## config.mk

```make
export PLATFORM = sky130hd
export DESIGN_NAME = vid_evt_irq
export DESIGN_NICKNAME = d
export VERILOG_FILES = /design/src/rtl/vint_pkg.sv /design/src/rtl/vint_pend_cell.sv /design/src/rtl/vint_regs.sv /design/src/rtl/vid_evt_irq.sv
export SDC_FILE = /design/constraint.sdc
export NUM_CORES = 1
export LEC_CHECK = 0
export BUFFER_PORTS_ARGS = -buffer_cell sky130_fd_sc_hd__buf_4
export CAP_MARGIN = 20
export CORE_AREA = 2 2 39 41
export CTS_BUF_LIST = sky130_fd_sc_hd__clkbuf_4
export CTS_CLUSTER_SIZE = 14
export DETAILED_ROUTE_END_ITERATION = 8
export DIE_AREA = 0 0 41 43
export PLACE_DENSITY = 0.56
export SYNTH_ARGS = -nofsm -noshare
export SYNTH_HDL_FRONTEND = slang
export SYNTH_SLANG_ARGS = --single-unit
```

## constraint.sdc

```tcl
create_clock -name clk_i -period 1.9 [get_ports clk_i]
set_input_delay 0.38 -clock clk_i [delete_from_list [all_inputs] [get_ports clk_i]]
set_output_delay 0.38 -clock clk_i [all_outputs]
set_load 0.01 [all_outputs]
```

## src/rtl/vint_pkg.sv

```systemverilog
package vint_pkg;
  localparam int NSRC = 3;

  typedef enum logic [1:0] {
    SRC_VSYNC = 2'd0,
    SRC_CC_F1 = 2'd1,
    SRC_CC_F2 = 2'd2
  } vint_src_e;

  localparam int ADDR_STAT = 0;
  localparam int ADDR_EN   = 1;
  localparam int ADDR_CLR  = 2;
endpackage

```

## src/rtl/vint_pend_cell.sv

```systemverilog
module vint_pend_cell (
  input  logic clk_i,
  input  logic rst_ni,
  input  logic evt_i,
  input  logic clr_i,
  input  logic en_i,
  output logic pend_o,
  output logic req_o
);
  logic pend_q;

  // set has priority over clear
  always_ff @(posedge clk_i or negedge rst_ni) begin
    if (!rst_ni) pend_q <= 1'b0;
    else         pend_q <= evt_i | (pend_q & ~clr_i);
  end

  assign pend_o = pend_q;
  assign req_o  = pend_q & en_i;

  p_set_r2: assert property (@(posedge clk_i) disable iff (!rst_ni)
    evt_i |=> pend_q);
  p_sticky_r3: assert property (@(posedge clk_i) disable iff (!rst_ni)
    (pend_q && !clr_i) |=> pend_q);
  p_clear_r4: assert property (@(posedge clk_i) disable iff (!rst_ni)
    (clr_i && !evt_i) |=> !pend_q);
  p_set_wins_r8: assert property (@(posedge clk_i) disable iff (!rst_ni)
    (clr_i && evt_i) |=> pend_q);
  p_idle_r3: assert property (@(posedge clk_i) disable iff (!rst_ni)
    (!pend_q && !evt_i) |=> !pend_q);
endmodule

```

## src/rtl/vint_regs.sv

```systemverilog
module vint_regs
  import vint_pkg::*;
#(
  parameter int AW = 2,
  parameter int DW = 8
) (
  input  logic            clk_i,
  input  logic            rst_ni,
  input  logic            wr_en_i,
  input  logic [AW-1:0]   wr_addr_i,
  input  logic [DW-1:0]   wr_data_i,
  input  logic [AW-1:0]   rd_addr_i,
  input  logic [NSRC-1:0] pend_i,
  output logic [NSRC-1:0] en_o,
  output logic [NSRC-1:0] clr_o,
  output logic [DW-1:0]   rd_data_o
);
  logic [NSRC-1:0] en_q;
  logic            wr_en_hit;
  logic            wr_clr_hit;

  assign wr_en_hit  = wr_en_i && (wr_addr_i == AW'(ADDR_EN));
  assign wr_clr_hit = wr_en_i && (wr_addr_i == AW'(ADDR_CLR));

  always_ff @(posedge clk_i or negedge rst_ni) begin
    if (!rst_ni)        en_q <= '0;
    else if (wr_en_hit) en_q <= wr_data_i[NSRC-1:0];
  end

  assign clr_o = wr_clr_hit ? wr_data_i[NSRC-1:0] : '0;
  assign en_o  = en_q;

  always_comb begin
    rd_data_o = '0;
    if (rd_addr_i == AW'(ADDR_STAT))    rd_data_o = DW'(pend_i);
    else if (rd_addr_i == AW'(ADDR_EN)) rd_data_o = DW'(en_q);
  end

  p_en_hold_r9: assert property (@(posedge clk_i) disable iff (!rst_ni)
    !wr_en_hit |=> $stable(en_q));
  p_en_load_r5: assert property (@(posedge clk_i) disable iff (!rst_ni)
    wr_en_hit |=> (en_q == $past(wr_data_i[NSRC-1:0])));
  p_clr_quiet_r9: assert property (@(posedge clk_i) disable iff (!rst_ni)
    !wr_en_i |-> (clr_o == '0));
endmodule

```

## src/rtl/vid_evt_irq.sv

```systemverilog
module vid_evt_irq
  import vint_pkg::*;
#(
  parameter int AW = 2,
  parameter int DW = 8
) (
  input  logic            clk_i,
  input  logic            rst_ni,
  input  logic [NSRC-1:0] evt_i,
  input  logic            wr_en_i,
  input  logic [AW-1:0]   wr_addr_i,
  input  logic [DW-1:0]   wr_data_i,
  input  logic [AW-1:0]   rd_addr_i,
  output logic [DW-1:0]   rd_data_o,
  output logic            irq_o
);
  logic [NSRC-1:0] pend;
  logic [NSRC-1:0] en;
  logic [NSRC-1:0] clr;
  logic [NSRC-1:0] req;

  vint_regs #(.AW(AW), .DW(DW)) u_regs (
    .clk_i     (clk_i),
    .rst_ni    (rst_ni),
    .wr_en_i   (wr_en_i),
    .wr_addr_i (wr_addr_i),
    .wr_data_i (wr_data_i),
    .rd_addr_i (rd_addr_i),
    .pend_i    (pend),
    .en_o      (en),
    .clr_o     (clr),
    .rd_data_o (rd_data_o)
  );

  for (genvar i = 0; i < NSRC; i++) begin : g_src
    vint_pend_cell u_cell (
      .clk_i  (clk_i),
      .rst_ni (rst_ni),
      .evt_i  (evt_i[i]),
      .clr_i  (clr[i]),
      .en_i   (en[i]),
      .pend_o (pend[i]),
      .req_o  (req[i])
    );
  end

  assign irq_o = |req;

  p_irq_src_r6: assert property (@(posedge clk_i) disable iff (!rst_ni)
    irq_o |-> ((pend & en) != '0));
  p_irq_need_r6: assert property (@(posedge clk_i) disable iff (!rst_ni)
    ((pend & en) != '0) |-> irq_o);
  p_no_irq_idle_r1: assert property (@(posedge clk_i) disable iff (!rst_ni)
    (pend == '0) |-> !irq_o);
endmodule

```

* Yosys cells after proc, flatten, opt, wreduce, memory -nomap -nowiden
Index checks and enable logic that the tools add are counted.
Word-level totals: register bits 6, bits of input ports 18, output and inout bits 9, word-level logic and storage cells 26
Cells by class: equality and inequality tests 3, muxes and demuxes 3, bitwise logic cells 12, reductions and logical operators 4
Operator list (number):
- $mux W8 | 1
- $and A1 B1 Y1 | 6
- $mux W3 | 2
- $eq A2 B1 Y1 const B | 2
- $not A1 Y1 | 3
- $or A1 B1 Y1 | 3
- $reduce_or A3 Y1 | 1
- $eq A2 B2 Y1 const B | 1
- $logic_and A1 B1 Y1 | 2
- $logic_not A2 Y1 | 1

* Logic depth before layout (Yosys ltp)
depth in word-level cells 6, depth in mapped cells 2

* Cells and area by module
A second synthesis with hierarchy kept.
Unflattened totals: cells, all modules 36, area, all modules 385.4 sq um
Modules (own cells, without submodules):
- vint_regs | times used 1, cells each 23, area each 251.5 sq um, seq. area each 75.1 sq um
- vint_pend_cell | times used 3, cells each 4, area each 42.5 sq um, seq. area each 25.0 sq um
- vid_evt_irq | times used 1, cells each 1, area each 6.3 sq um, seq. area each 0.0 sq um

* Worst setup path after synthesis
Ideal clock, no wire load.
path kind reg-to-output, from reg u_regs.en_q[0] (netlist: u_regs.en_o[0]), to out irq_o, arrival time 0.790 ns, data required time 1.520 ns, path slack 0.730 ns, cell stages (with the launch flop) 3, cells stage by stage dfrtp_1 a222oi_1 inv_1
Between the ends: word-level cells in the longest chain between the ends 2
Ends and longest elaborated chain:
- start: declaration | RTL line vint_regs.sv:18 | logic [NSRC-1:0] en_q;
- start signal: assignment | RTL line vint_regs.sv:27 | else if (wr_en_hit) en_q <= wr_data_i[NSRC-1:0];
- $and A1 B1 Y1 | RTL line vint_pend_cell.sv:19 | assign req_o = pend_q & en_i;
- $reduce_or A3 Y1 | RTL line vid_evt_irq.sv:47 | assign irq_o = |req;
- end: declaration | RTL line vid_evt_irq.sv:15 | output logic irq_o
Every way passes these cells.

* Final worst setup path
Same ends and word-level chain as after synthesis.

==> out/results.tsv <==
metric	value	unit
min_path_cells	2	
finalWorstSetupSlack	0.330	ns
ctsRootBufferMaster	clkbuf_4	
yosys-top-cells-area	dfrtp_1, mux2_4, buf_4	
whs_endpoint	g_src[2].u_cell.pend_o	
dr.max_layer_used	met4	
power	0.363	mW
initial_utilization	26.0	%
fin_cells	65	
crit_type	flip-flop to output port	
gp_congestion	0.620	
dp.cells	61	
rsz0062_at_grt	no	
regArea	150	um^2
drt_iter0_markers	7	
drv_slew	0	
first_pass_iters	4	
fin_worst_skew	0	ns
antenna_found_initial	0	
port-buffer-count	16	
power_leakage	0.256	nW
io_pins	27	
final_nets	69	
clkTransAtPathRegs	0.04	ns
seq_area_frac_synth	41.7	%
coreArea	0.00138	mm^2
fin_crit	1.57	ns
drt-met1-wl	238	um
drive_gt1_share	46.9	%
place_ws	0.597	ns
placed_area	478	um^2
cp.arrival	1.19	ns
setup_tns	0	ns
peakVddDrop	0.197	mV
ant_nets	0	
grt_remaining_overflow	0	
synth.distinct_cells	11	
layout_commonest_cell	buf_4	
worstSetupStartpoint	u_regs.en_o[0]	
via_per_inst	4.48	
required	1.52	ns
post_cts_buffers	0	
nFillCells	152	
hold_viol_final	0	
rrSetupSlack	1.13	ns
clock_sinks	6	
htreeDepth	1	
holdCritStartpoint	evt_i[2]	
startpoint_type	flip-flop	
status	finished clean	
grt_start_max_net_pins	7	
cp-end-kind	output port	
synth_top_area_cell	dfrtp_1	
crit_buf_inv	2	
dieArea	0.00176	mm^2
whs	0.317	ns
min_path_type	primary input to flip-flop	
drcViolationCount	0	
finalSetupViolations	0	
final_util	36.9	%
grtUsageTotal	9.55	%
grt_pass1_wl	1.06	mm
cts_buffers	3	
area_growth	41.7	%
multi_input_area	184	um^2
cp_slowest_cell	dfrtp_1	
grt_pass1_vias	267	
die_h	43	um
power_density	711	mW/mm^2
ys_warn_count	0	
fmax	637	MHz
fp.dieW	41	um
worstRegToRegCells	1	
fin_crit_sh	82.6	%
crit_family	flip-flops	
reg2reg_to	u_regs.en_o[0]	
drt_wl_total	637	um
final_cell_mix	buf_4, dfrtp_1, conb_1	
cp_slowest_stage_delay	0.39	ns
dr_wl_met3	81	um
cts.path.max_buffers	2	
worstPathMaxFanout	3	
design_area	510	um^2
synth_area	360	um^2
cts_tree	built	
postSynthAreaPerCell	12.0	um^2
ys_seq_elements	6	
synth_top_area_share	41.7	%
worstReg2RegStart	u_regs.en_o[0]	
wl_per_cell	9.80	um
cp_cell_sequence	a222oi_1 -> inv_1 -> buf_4	
drv_cap	0	
diodes	0	
num_rows	14	
netlist_instances	30	
met2_length	300	um
insertion_delay	0.24	ns
via_count	291	
[layout make-up]
cell class / instances / share of cell area (%)
Tap cell: 16 / 3.92
Timing Repair Buffer: 17 / 25.5
Sequential cell: 6 / 29.4
Clock buffer: 3 / 4.41
Multi-Input combinational cell: 22 / 36.0
Inverter: 1 / 0.735
[power breakdown]
group | switching [mW] | internal [mW]
logic | 0.0349 | 0.0594
registers | 0.0118 | 0.143
clock network | 0.0425 | 0.0712
[Yosys cell counts]
cell / count
nand4b_1: 3
mux2i_1: 3
nand3b_4: 1
conb_1: 1
nor2_1: 3
a222oi_1: 1
buf_4: 5
dfrtp_1: 6
inv_1: 1
a21o_1: 3
mux2_4: 3
[worst max path at each step]
stage,end,slack [ns],cells after the start
6_report,irq_o,0.33,3
4_1_cts,irq_o,0.32,3
3_3_place_gp,irq_o,0.58,3
5_1_grt,irq_o,0.27,3
2_1_floorplan,irq_o,0.73,2
3_5_place_dp,irq_o,0.60,3
[what timing repair did]
action / CTS / global route
endpoints found under the hold margin: 6 / 0
gates resized for setup: 0 / 0
hold buffers: 1 / 0
[registers in the layout (all words and copies together), names as in the netlist]
name	count
u_regs.en_o	3
g_src.u_cell.pend_o	3
[layer usage]
metal  vias to the layer above  GRT usage (%)
li1                        140              -
met1                       127           11.0
met2                        22           13.4
met3                         2           1.57
met4                         0           10.0
met5                         -              0
[cells by family (layout without fill, tap and decap cells)]
group,Yosys count,after routing,synth area share [%]
other cells,1,5,1.04
buf+inv,6,21,11.5
mux,6,6,20.8
simple gates,7,7,16.0
compound gates,4,4,9.03
flops,6,6,41.7
Note: power is estimated with default switching activity, not from simulation.
